$ cat src/rtl/reconf_pkg.sv
package reconf_pkg;
  // Side selector: bit 1 selects the transmit half, bit 0 the receive half.
  typedef struct packed {
    logic tx;
    logic rx;
  } side_t;

  function automatic int addr_width(input int lanes);
    return (lanes > 1) ? $clog2(lanes) : 1;
  endfunction
endpackage

$ cat src/rtl/reconf_seq.sv
module reconf_seq #(
  parameter int ACCESS_CYCLES = 8
) (
  input  logic clk_i,
  input  logic rst_ni,
  input  logic wr_stb_i,
  input  logic rd_stb_i,
  output logic busy_o,
  output logic accept_o,
  output logic done_o,
  output logic is_rd_o,
  output logic rd_valid_o
);
  localparam int CNT_W = $clog2(ACCESS_CYCLES + 1);
  localparam logic [CNT_W-1:0] LAST = CNT_W'(ACCESS_CYCLES - 1);

  logic             busy_q, busy_d;
  logic [CNT_W-1:0] cnt_q, cnt_d;
  logic             rd_q, rd_d;
  logic             vld_q, vld_d;

  assign accept_o = !busy_q && (wr_stb_i || rd_stb_i);
  assign done_o   = busy_q && (cnt_q == '0);

  always_comb begin
    busy_d = busy_q;
    cnt_d  = cnt_q;
    rd_d   = rd_q;
    vld_d  = 1'b0;
    if (!busy_q) begin
      if (accept_o) begin
        busy_d = 1'b1;
        cnt_d  = LAST;
        rd_d   = rd_stb_i && !wr_stb_i;  // write wins a collision
      end
    end else if (cnt_q == '0) begin
      busy_d = 1'b0;
      vld_d  = rd_q;
    end else begin
      cnt_d = cnt_q - 1'b1;
    end
  end

  always_ff @(posedge clk_i or negedge rst_ni) begin
    if (!rst_ni) begin
      busy_q <= 1'b0;
      cnt_q  <= '0;
      rd_q   <= 1'b0;
      vld_q  <= 1'b0;
    end else begin
      busy_q <= busy_d;
      cnt_q  <= cnt_d;
      rd_q   <= rd_d;
      vld_q  <= vld_d;
    end
  end

  assign busy_o     = busy_q;
  assign is_rd_o    = rd_q;
  assign rd_valid_o = vld_q;

  p_accept_raises_busy_r2: assert property (@(posedge clk_i) disable iff (!rst_ni)
    (!busy_o && (wr_stb_i || rd_stb_i)) |=> busy_o);

  p_window_not_cut_r3: assert property (@(posedge clk_i) disable iff (!rst_ni)
    (busy_o && !done_o) |=> busy_o);

  p_valid_on_busy_fall_r9: assert property (@(posedge clk_i) disable iff (!rst_ni)
    rd_valid_o |-> (!busy_o && $past(busy_o)));

  p_valid_single_r9: assert property (@(posedge clk_i) disable iff (!rst_ni)
    rd_valid_o |=> !rd_valid_o);

  p_collision_no_valid_r10: assert property (@(posedge clk_i) disable iff (!rst_ni)
    (!busy_o && wr_stb_i) |=> !is_rd_o);
endmodule

$ cat src/rtl/reconf_bank.sv
module reconf_bank #(
  parameter int LANES  = 4,
  parameter int SW_W   = 3,
  parameter int EQ_W   = 3,
  parameter int ADDR_W = 2
) (
  input  logic                       clk_i,
  input  logic                       rst_ni,
  input  logic                       commit_i,
  input  logic                       tx_en_i,
  input  logic                       rx_en_i,
  input  logic [ADDR_W-1:0]          addr_i,
  input  logic [SW_W-1:0]            tx_wd_i,
  input  logic [EQ_W-1:0]            rx_wd_i,
  output logic [LANES-1:0][SW_W-1:0] tx_all_o,
  output logic [LANES-1:0][EQ_W-1:0] rx_all_o
);
  logic [LANES-1:0][SW_W-1:0] tx_q;
  logic [LANES-1:0][EQ_W-1:0] rx_q;

  for (genvar g = 0; g < LANES; g++) begin : g_lane
    logic hit;
    logic tx_ce, rx_ce;
    assign hit   = commit_i && (addr_i == ADDR_W'(g));
    assign tx_ce = hit && tx_en_i;
    assign rx_ce = hit && rx_en_i;

    always_ff @(posedge clk_i or negedge rst_ni) begin
      if (!rst_ni) begin
        tx_q[g] <= '0;
      end else if (tx_ce) begin
        tx_q[g] <= tx_wd_i;
      end
    end

    always_ff @(posedge clk_i or negedge rst_ni) begin
      if (!rst_ni) begin
        rx_q[g] <= '0;
      end else if (rx_ce) begin
        rx_q[g] <= rx_wd_i;
      end
    end
  end

  assign tx_all_o = tx_q;
  assign rx_all_o = rx_q;

  p_hold_without_commit_r3: assert property (@(posedge clk_i) disable iff (!rst_ni)
    !commit_i |=> ($stable(tx_all_o) && $stable(rx_all_o)));

  p_empty_side_no_change_r6: assert property (@(posedge clk_i) disable iff (!rst_ni)
    (!tx_en_i && !rx_en_i) |=> ($stable(tx_all_o) && $stable(rx_all_o)));
endmodule

$ cat src/rtl/reconf_ctrl.sv
module reconf_ctrl #(
  parameter int LANES         = 4,
  parameter int SW_W          = 3,
  parameter int EQ_W          = 3,
  parameter int ACCESS_CYCLES = 8,
  parameter int ADDR_W        = reconf_pkg::addr_width(LANES)
) (
  input  logic              clk,
  input  logic              rst_n,
  input  logic              wr_stb,
  input  logic              rd_stb,
  input  logic [ADDR_W-1:0] lane_idx,
  input  logic [1:0]        side_sel,
  input  logic [SW_W-1:0]   tx_swing_wr,
  input  logic [EQ_W-1:0]   rx_eq_wr,
  output logic              busy,
  output logic              rd_valid,
  output logic [SW_W-1:0]   tx_swing_rd,
  output logic [EQ_W-1:0]   rx_eq_rd
);
  import reconf_pkg::*;

  logic accept, done, is_rd;

  reconf_seq #(.ACCESS_CYCLES(ACCESS_CYCLES)) u_seq (
    .clk_i     (clk),
    .rst_ni    (rst_n),
    .wr_stb_i  (wr_stb),
    .rd_stb_i  (rd_stb),
    .busy_o    (busy),
    .accept_o  (accept),
    .done_o    (done),
    .is_rd_o   (is_rd),
    .rd_valid_o(rd_valid)
  );

  // Request held for the whole access window.
  logic [ADDR_W-1:0] addr_q;
  side_t             side_q;
  logic [SW_W-1:0]   txw_q;
  logic [EQ_W-1:0]   rxw_q;

  always_ff @(posedge clk or negedge rst_n) begin
    if (!rst_n) begin
      addr_q <= '0;
      side_q <= '0;
      txw_q  <= '0;
      rxw_q  <= '0;
    end else if (accept) begin
      addr_q <= lane_idx;
      side_q <= side_t'(side_sel);
      txw_q  <= tx_swing_wr;
      rxw_q  <= rx_eq_wr;
    end
  end

  logic [LANES-1:0][SW_W-1:0] tx_all;
  logic [LANES-1:0][EQ_W-1:0] rx_all;

  reconf_bank #(
    .LANES (LANES),
    .SW_W  (SW_W),
    .EQ_W  (EQ_W),
    .ADDR_W(ADDR_W)
  ) u_bank (
    .clk_i   (clk),
    .rst_ni  (rst_n),
    .commit_i(done && !is_rd),
    .tx_en_i (side_q.tx),
    .rx_en_i (side_q.rx),
    .addr_i  (addr_q),
    .tx_wd_i (txw_q),
    .rx_wd_i (rxw_q),
    .tx_all_o(tx_all),
    .rx_all_o(rx_all)
  );

  // Read-back registers.
  logic [SW_W-1:0] txr_q, txr_d;
  logic [EQ_W-1:0] rxr_q, rxr_d;

  always_comb begin
    txr_d = txr_q;
    rxr_d = rxr_q;
    if (done && is_rd) begin
      if (side_q.tx) txr_d = tx_all[addr_q];
      if (side_q.rx) rxr_d = rx_all[addr_q];
    end
  end

  always_ff @(posedge clk or negedge rst_n) begin
    if (!rst_n) begin
      txr_q <= '0;
      rxr_q <= '0;
    end else begin
      txr_q <= txr_d;
      rxr_q <= rxr_d;
    end
  end

  assign tx_swing_rd = txr_q;
  assign rx_eq_rd    = rxr_q;

  p_readback_hold_r8: assert property (@(posedge clk) disable iff (!rst_n)
    !rd_valid |-> ($stable(tx_swing_rd) && $stable(rx_eq_rd)));

  p_no_readback_after_write_r9: assert property (@(posedge clk) disable iff (!rst_n)
    (done && !is_rd) |=> !rd_valid);
endmodule

$ cat config.mk
export PLATFORM = sky130hd
export DESIGN_NAME = reconf_ctrl
export DESIGN_NICKNAME = d
export VERILOG_FILES = /design/src/rtl/reconf_pkg.sv /design/src/rtl/reconf_seq.sv /design/src/rtl/reconf_bank.sv /design/src/rtl/reconf_ctrl.sv
export SDC_FILE = /design/constraint.sdc
export NUM_CORES = 1
export LEC_CHECK = 0
export ABC_CLOCK_PERIOD_IN_PS = 2000
export CORE_UTILIZATION = 50
export CTS_CLUSTER_SIZE = 14
export DETAILED_ROUTE_END_ITERATION = 8
export GPL_ROUTABILITY_DRIVEN = 1
export GPL_TIMING_DRIVEN = 0
export PLACE_DENSITY = 0.69
export SETUP_SLACK_MARGIN = 0.02
export SLEW_MARGIN = 15
export SYNTH_ARGS = -nofsm -noshare
export SYNTH_HDL_FRONTEND = slang
export SYNTH_SLANG_ARGS = --single-unit
$ cat constraint.sdc
create_clock -name clk -period 2 [get_ports clk]
set_input_delay 0.3 -clock clk [delete_from_list [all_inputs] [get_ports clk]]
set_output_delay 0.3 -clock clk [all_outputs]
set_load 0.01 [all_outputs]
# Word level (Yosys, flattened, before mapping)
# Index checks and enable logic that the tools add are counted.
# classes
n_addsub	1
magnitude_cmp	1
n_eq_ne	4
muxes	12
bitwise_logic	1
n_reduce_logical	28
# op_table
op	count
logical AND 1 bit	17
binary-select mux 3 bit (select 2 bit)	2
two-way mux 4 bit	3
AND reduction 2 bit	4
two-way mux 3 bit	2
two-way mux 1 bit	5
equality test 2 bit (second input constant)	2
logical NOT 4 bit	1
subtractor 4 x 1 -> 4 bit (second input constant)	1
logical NOT 1 bit	3
< comparator 2 x 3 -> 1 bit (second input constant)	1
equality test 2 x 1 -> 1 bit (second input constant)	1
logical NOT 2 bit	1
inequality test 2 bit (second input constant)	1
nonzero test 2 bit	1
logical OR 1 bit	1
NOT 1 bit	1
# word_totals
regBits	47
inputBits	14
output_inout_bits	8

# Depth between registers and ports, before layout
# Gate-level depths: netlist of run 1.
# logic_depth
ltp_word	5
depth_mapped	6
ltp_nobuf	5

# By module
# Synthesis of run 1 repeated with hierarchy kept, for this count alone.
# unflattened
cells_unflattened	135
area_unflattened_um2	2087.0
# modules_own_cells
module	instances	cells_each	area_per_inst_um2
reconf_bank	1	56	973.4
reconf_ctrl	1	44	754.5
reconf_seq	1	35	359.1

# Least setup slack after synthesis of run 1
# Ideal clock, no wire load.
# synth_timing
path_kind	register to register
start	reg u_seq.cnt_q[0]
end	reg u_seq.cnt_q[2]
arrival_time_ps	1391
setup_slack_ps	480
stages_incl_launch_ff	7
period_less_slack_ps	1520
cell_sequence	dfrtp_1 -> inv_1 -> ha_1 -> or3b_1 -> buf_2 -> a311oi_1 -> a31oi_1
# synth_via
elab_chain_len	3
word_cells_on_any_way	6
# synth_lines
element	line_no	text
start: declaration	reconf_seq.sv:18	logic [CNT_W-1:0] cnt_q, cnt_d;
start signal: assignment	reconf_seq.sv:52	cnt_q <= cnt_d;
subtractor 4 x 1 -> 4 bit / logical NOT 4 bit (equally long branches)	reconf_seq.sv:40, reconf_seq.sv:36	
two-way mux 4 bit / inequality test 2 bit (equally long branches)	n/a	
two-way mux 4 bit / AND reduction 2 bit (equally long branches)	n/a	
# Parallel ways exist; a longest one is shown, timed or not. The select of a mux whose other input is x is not followed.
# A chain may end at the register's enable or synchronous reset.

# Worst setup path after layout of run 1
# layout_timing
start	reg u_seq.cnt_q[0]
end	reg u_bank.rx_q (netlist bit u_bank.rx_all_o[5])
# layout_via
elab_chain_len	5
# layout_lines
element	line_no	text
logical NOT 4 bit	reconf_seq.sv:23	assign done_o = busy_q && (cnt_q == '0);
logical AND 1 bit	reconf_seq.sv:23	
logical AND 1 bit	reconf_ctrl.sv:68	.commit_i(done && !is_rd),
logical AND 1 bit	reconf_bank.sv:24	assign hit = commit_i && (addr_i == ADDR_W'(g));
logical AND 1 bit	reconf_bank.sv:26	assign rx_ce = hit && rx_en_i;
end signal: indexed assignment	reconf_bank.sv:40	rx_q[g] <= rx_wd_i;
end: declaration	reconf_bank.sv:19	logic [LANES-1:0][EQ_W-1:0] rx_q;
# Every way passes these cells.

==> flow_summary.toml, run 1 <==
[status]
outcome = "complete, no violations"

[yosys]
synth.ff_latch_count = 47
postSynthCellCount = 160
synth_area_leader_cell = "dfrtp_1"
number_of_warning_messages_in_the_yosys_log = 0
synthDistinctLibCells = 31
sequential_element_share_of_the_synthesized_area_pct = 55.36
synth_top_area_share_pct = 55.36
synth.top_cells.by_area = "dfrtp_1, mux2_2, nand2_1"
netlist_area_um2 = 2125
postSynthAreaPerCell_um2 = 13.28
mappedNetlistNets = 176

[die]
start_util_pct = 52.73
die_h_um = 67.19
ioPinCount = 22
die-width_um = 67.19
core_area_um2 = 4029
placement_rows = 23
die_area_um2 = 4514

[cts]
cts_inserted_buffers = 5
cts.root.buffer_cell = "clkbuf_8"
post-cts-setup-buffer-count = 0
cts-htree-levels = 2
cts_hold_buf = 1
ctsResizeCount = 0
cts.clk_slew.worst_paths_ps = 80
cts_num_sinks = 47
clock_tree.buffer_depth = 2
worst_skew_pair.late_latency_ps = 290
tritoncts = "yes"

[grt]
vias_in_the_first_global_route = 1300
grt_remaining_overflow = 0
maximum_number_of_pins_on_one_net_before_global_route_repair = 28
grt_overall_usage_pct = 19.94
grt_antenna_before_repair = 0
global_route_wire_length_before_repair_um = 6272

[hold_path]
worstHoldPathType = "reg2reg"
hold_path_end = "u_bank.rx_all_o[0]$_DFFE_PN0P_"
hold_path.startpoint = "u_bank.rx_all_o[0]$_DFFE_PN0P_"
hold_depth = 1

[cells_and_area]
share_of_the_core_filled_with_cells_pct = 62.11
n_antenna_cell = 0
fraction_of_layout_cells_with_a_size_suffix_above_1_pct = 26.98
nets = 206
fill_cells = 325
layout-area-overhead-vs-synth_pct = 17.79
final_cell_area_um2 = 2502

[worst_setup_path]
critical_path_start_end_classification = "reg2reg"
setup.worst_path.end_class = "flop"
startpoint_type = "flop"
crit-reg2reg-capture = "u_bank.rx_all_o[5]$_DFFE_PN0P_"
crit_required_ps = 2180
reg2reg_slack_ps = 270
critical_path_peak_fanout = 4
worstPathArrival_ps = 1910
rr_startpoint = "u_seq.cnt_q[0]$_DFFE_PN0P_"
r2r_cells = 5

[drt]
post-route-drc-count = 0
iteration_0_drc_count_of_the_detailed_router = 47
route.final.wire_length_um = 3798
vias_per_std_cell = 5.603
wl_per_cell_um = 15.89
via_count = 1339
ant_nets = 0
firstDrtPassIters = 4

[pwr]
power.leakage_nw = 1.217
post-layout-total-power_mw = 3.061
p_per_area_nw_per_um2 = 1223
ir_drop_mv = 0.5771

[sta]
report.final.setup_viol = 0
clock_skew_ps = 7.033
period_share_pct = 86.61
finalHoldViolCount = 0
worst_slew_pin_slew_ps = 514.7
timing.setup.tns_ps = 0
finalCriticalPeriod_ps = 1732
report.final.slew_viol_count = 0
slew-limit-headroom_pct = 65.69
max_freq_mhz = 577.3
grt_setup_unrepaired = "no"

[placed_design]
dp.final_hpwl_um = 2814
port_buffers = 21
place_area_um2 = 2420
routabilityCongestion = 0.7563

[flow_run]
drv.max_cap_violation_count = 0
## registers in the layout, indices dropped and copies added, names as in the netlist
signal / flops
u_bank.rx_all_o: 12
u_bank.tx_all_o: 12
u_seq.cnt_q: 4
rx_eq_rd: 3
rxw_q: 3
tx_swing_rd: 3
txw_q: 3
addr_q: 2
side_q: 2
u_seq.busy_o: 1
u_seq.is_rd_o: 1
u_seq.rd_valid_o: 1
## layer usage
metal | track usage (%) | vias to the layer above | wire [µm]
li1 | - | 631 | -
met1 | 26.85 | 684 | 1781
met2 | 30.88 | 19 | 1857
met3 | 5.068 | 5 | 113
met4 | 7.979 | 0 | 45
met5 | 0 | - | 0
## cells in the mapped netlist
cell      count
o21bai_1      1
a31oi_1       2
a21oi_1       3
nand3_1       3
mux4_2        3
and2_1        1
inv_1         3
mux2_2       30
nand4_1       4
and4b_1       1
buf_6         4
ha_1          2
and2b_2       1
or3b_1        1
nand2_1      36
a311oi_1      1
o21ba_2       1
buf_2         1
o21ai_0       1
and3_2        1
dfrtp_1      47
and3b_1       1
clkbuf_1      1
nor4b_4       2
nor3_1        1
o21ai_1       1
a211oi_1      1
mux4_1        3
and4bb_2      1
nor2_1        1
xnor2_1       1
## layout make-up
cell class                      instances  area (µm²)  share of cell area, %
Inverter                                3       11.26                 0.4500
Timing Repair Buffer                   23       242.7                  9.700
Tap cell                               50       62.56                  2.500
Multi-Input combinational cell        104       883.3                  35.30
Buffer                                  6       53.80                  2.150
Sequential cell                        47        1176                  47.00
Clock buffer                            6       72.57                  2.900
## report_power, final
part / internal [mW] / leakage, nW / switching, mW
combinational: 0.554 / 0.558 / 0.440
clock: 0.233 / 0.0371 / 0.284
sequential: 1.26 / 0.622 / 0.294
total: 2.04 / 1.22 / 1.02
## critical path: stages, from the launching register on
cell	delay [ps]
dfrtp_1	420
inv_1	100
ha_1	210
and4bb_2	290
nand4_1	250
mux2_2	340
## cell usage in the layout, fill, tap and decap left out
master	netlist	layout
dfrtp_1	47	47
nand2_1	36	36
mux2_2	30	30
clkdlybuf4s50_1	0	20
clkbuf_8	0	5
buf_6	4	4
nand4_1	4	4
inv_1	3	3
a21oi_1	3	3
nand3_1	3	3
mux4_2	3	3
mux4_1	3	3
buf_2	1	2
nor4b_4	2	2
a31oi_1	2	2
clkbuf_1	1	2
ha_1	2	2
or3b_1	1	1
o21bai_1	1	1
and3b_1	1	1
and2b_2	1	1
and2_1	1	1
and4b_1	1	1
nor2_1	1	1
nor3_1	1	1
xnor2_1	1	1
o21ai_0	1	1
and4bb_2	1	1
o21ba_2	1	1
a311oi_1	1	1
and3_2	1	1
o21ai_1	1	1
a211oi_1	1	1
dlygate4sd3_1	0	1
buf_16	0	1
## how the worst max path moves through the flow
stage | start | endpoint | slack (ps)
5_1_grt | u_seq.cnt_q[0]$_DFFE_PN0P_ | u_seq.cnt_q[2]$_DFFE_PN0P_ | 170
4_1_cts | u_seq.cnt_q[0]$_DFFE_PN0P_ | u_bank.rx_all_o[9]$_DFFE_PN0P_ | 300
6_report | u_seq.cnt_q[0]$_DFFE_PN0P_ | u_bank.rx_all_o[5]$_DFFE_PN0P_ | 270
3_5_place_dp | u_seq.cnt_q[0]$_DFFE_PN0P_ | u_bank.rx_all_o[9]$_DFFE_PN0P_ | 310
3_3_place_gp | rst_n | rxw_q[0]$_DFFE_PN0P_ | -510
2_1_floorplan | u_seq.cnt_q[0]$_DFFE_PN0P_ | u_seq.cnt_q[2]$_DFFE_PN0P_ | 480
## cells by family after synthesis
kind of cell | count (synthesis) | share of synthesized area, %
xor+xnor | 1 | 0.4123
buf+inv | 9 | 3.062
fa+ha+maj | 2 | 1.178
simple gates | 54 | 13.84
compound gates | 11 | 3.356
flops | 47 | 55.36
mux | 36 | 22.79
## stage by stage
step,setup WS [ps],instances,hold slack [ps]
floorplan,479.7,160,4.409
global placement,-509.6,231,480.1
detailed placement,312.4,232,298.1
CTS,299.7,239,506.2
global route,171.6,239,512.1
finish,267.7,239,503.0
Power figures use the tool's default switching activity.
==> run 2: changes to the inputs <==
SKIP_CTS_REPAIR_TIMING = 1   (was not set)
==> results of run 2 <==
The final DEF is identical to that of run 1; final timing and power are the same.
Main changes from that run: met1 usage 26.85% -> 26.74%; met3 usage 5.068% -> 5.236%
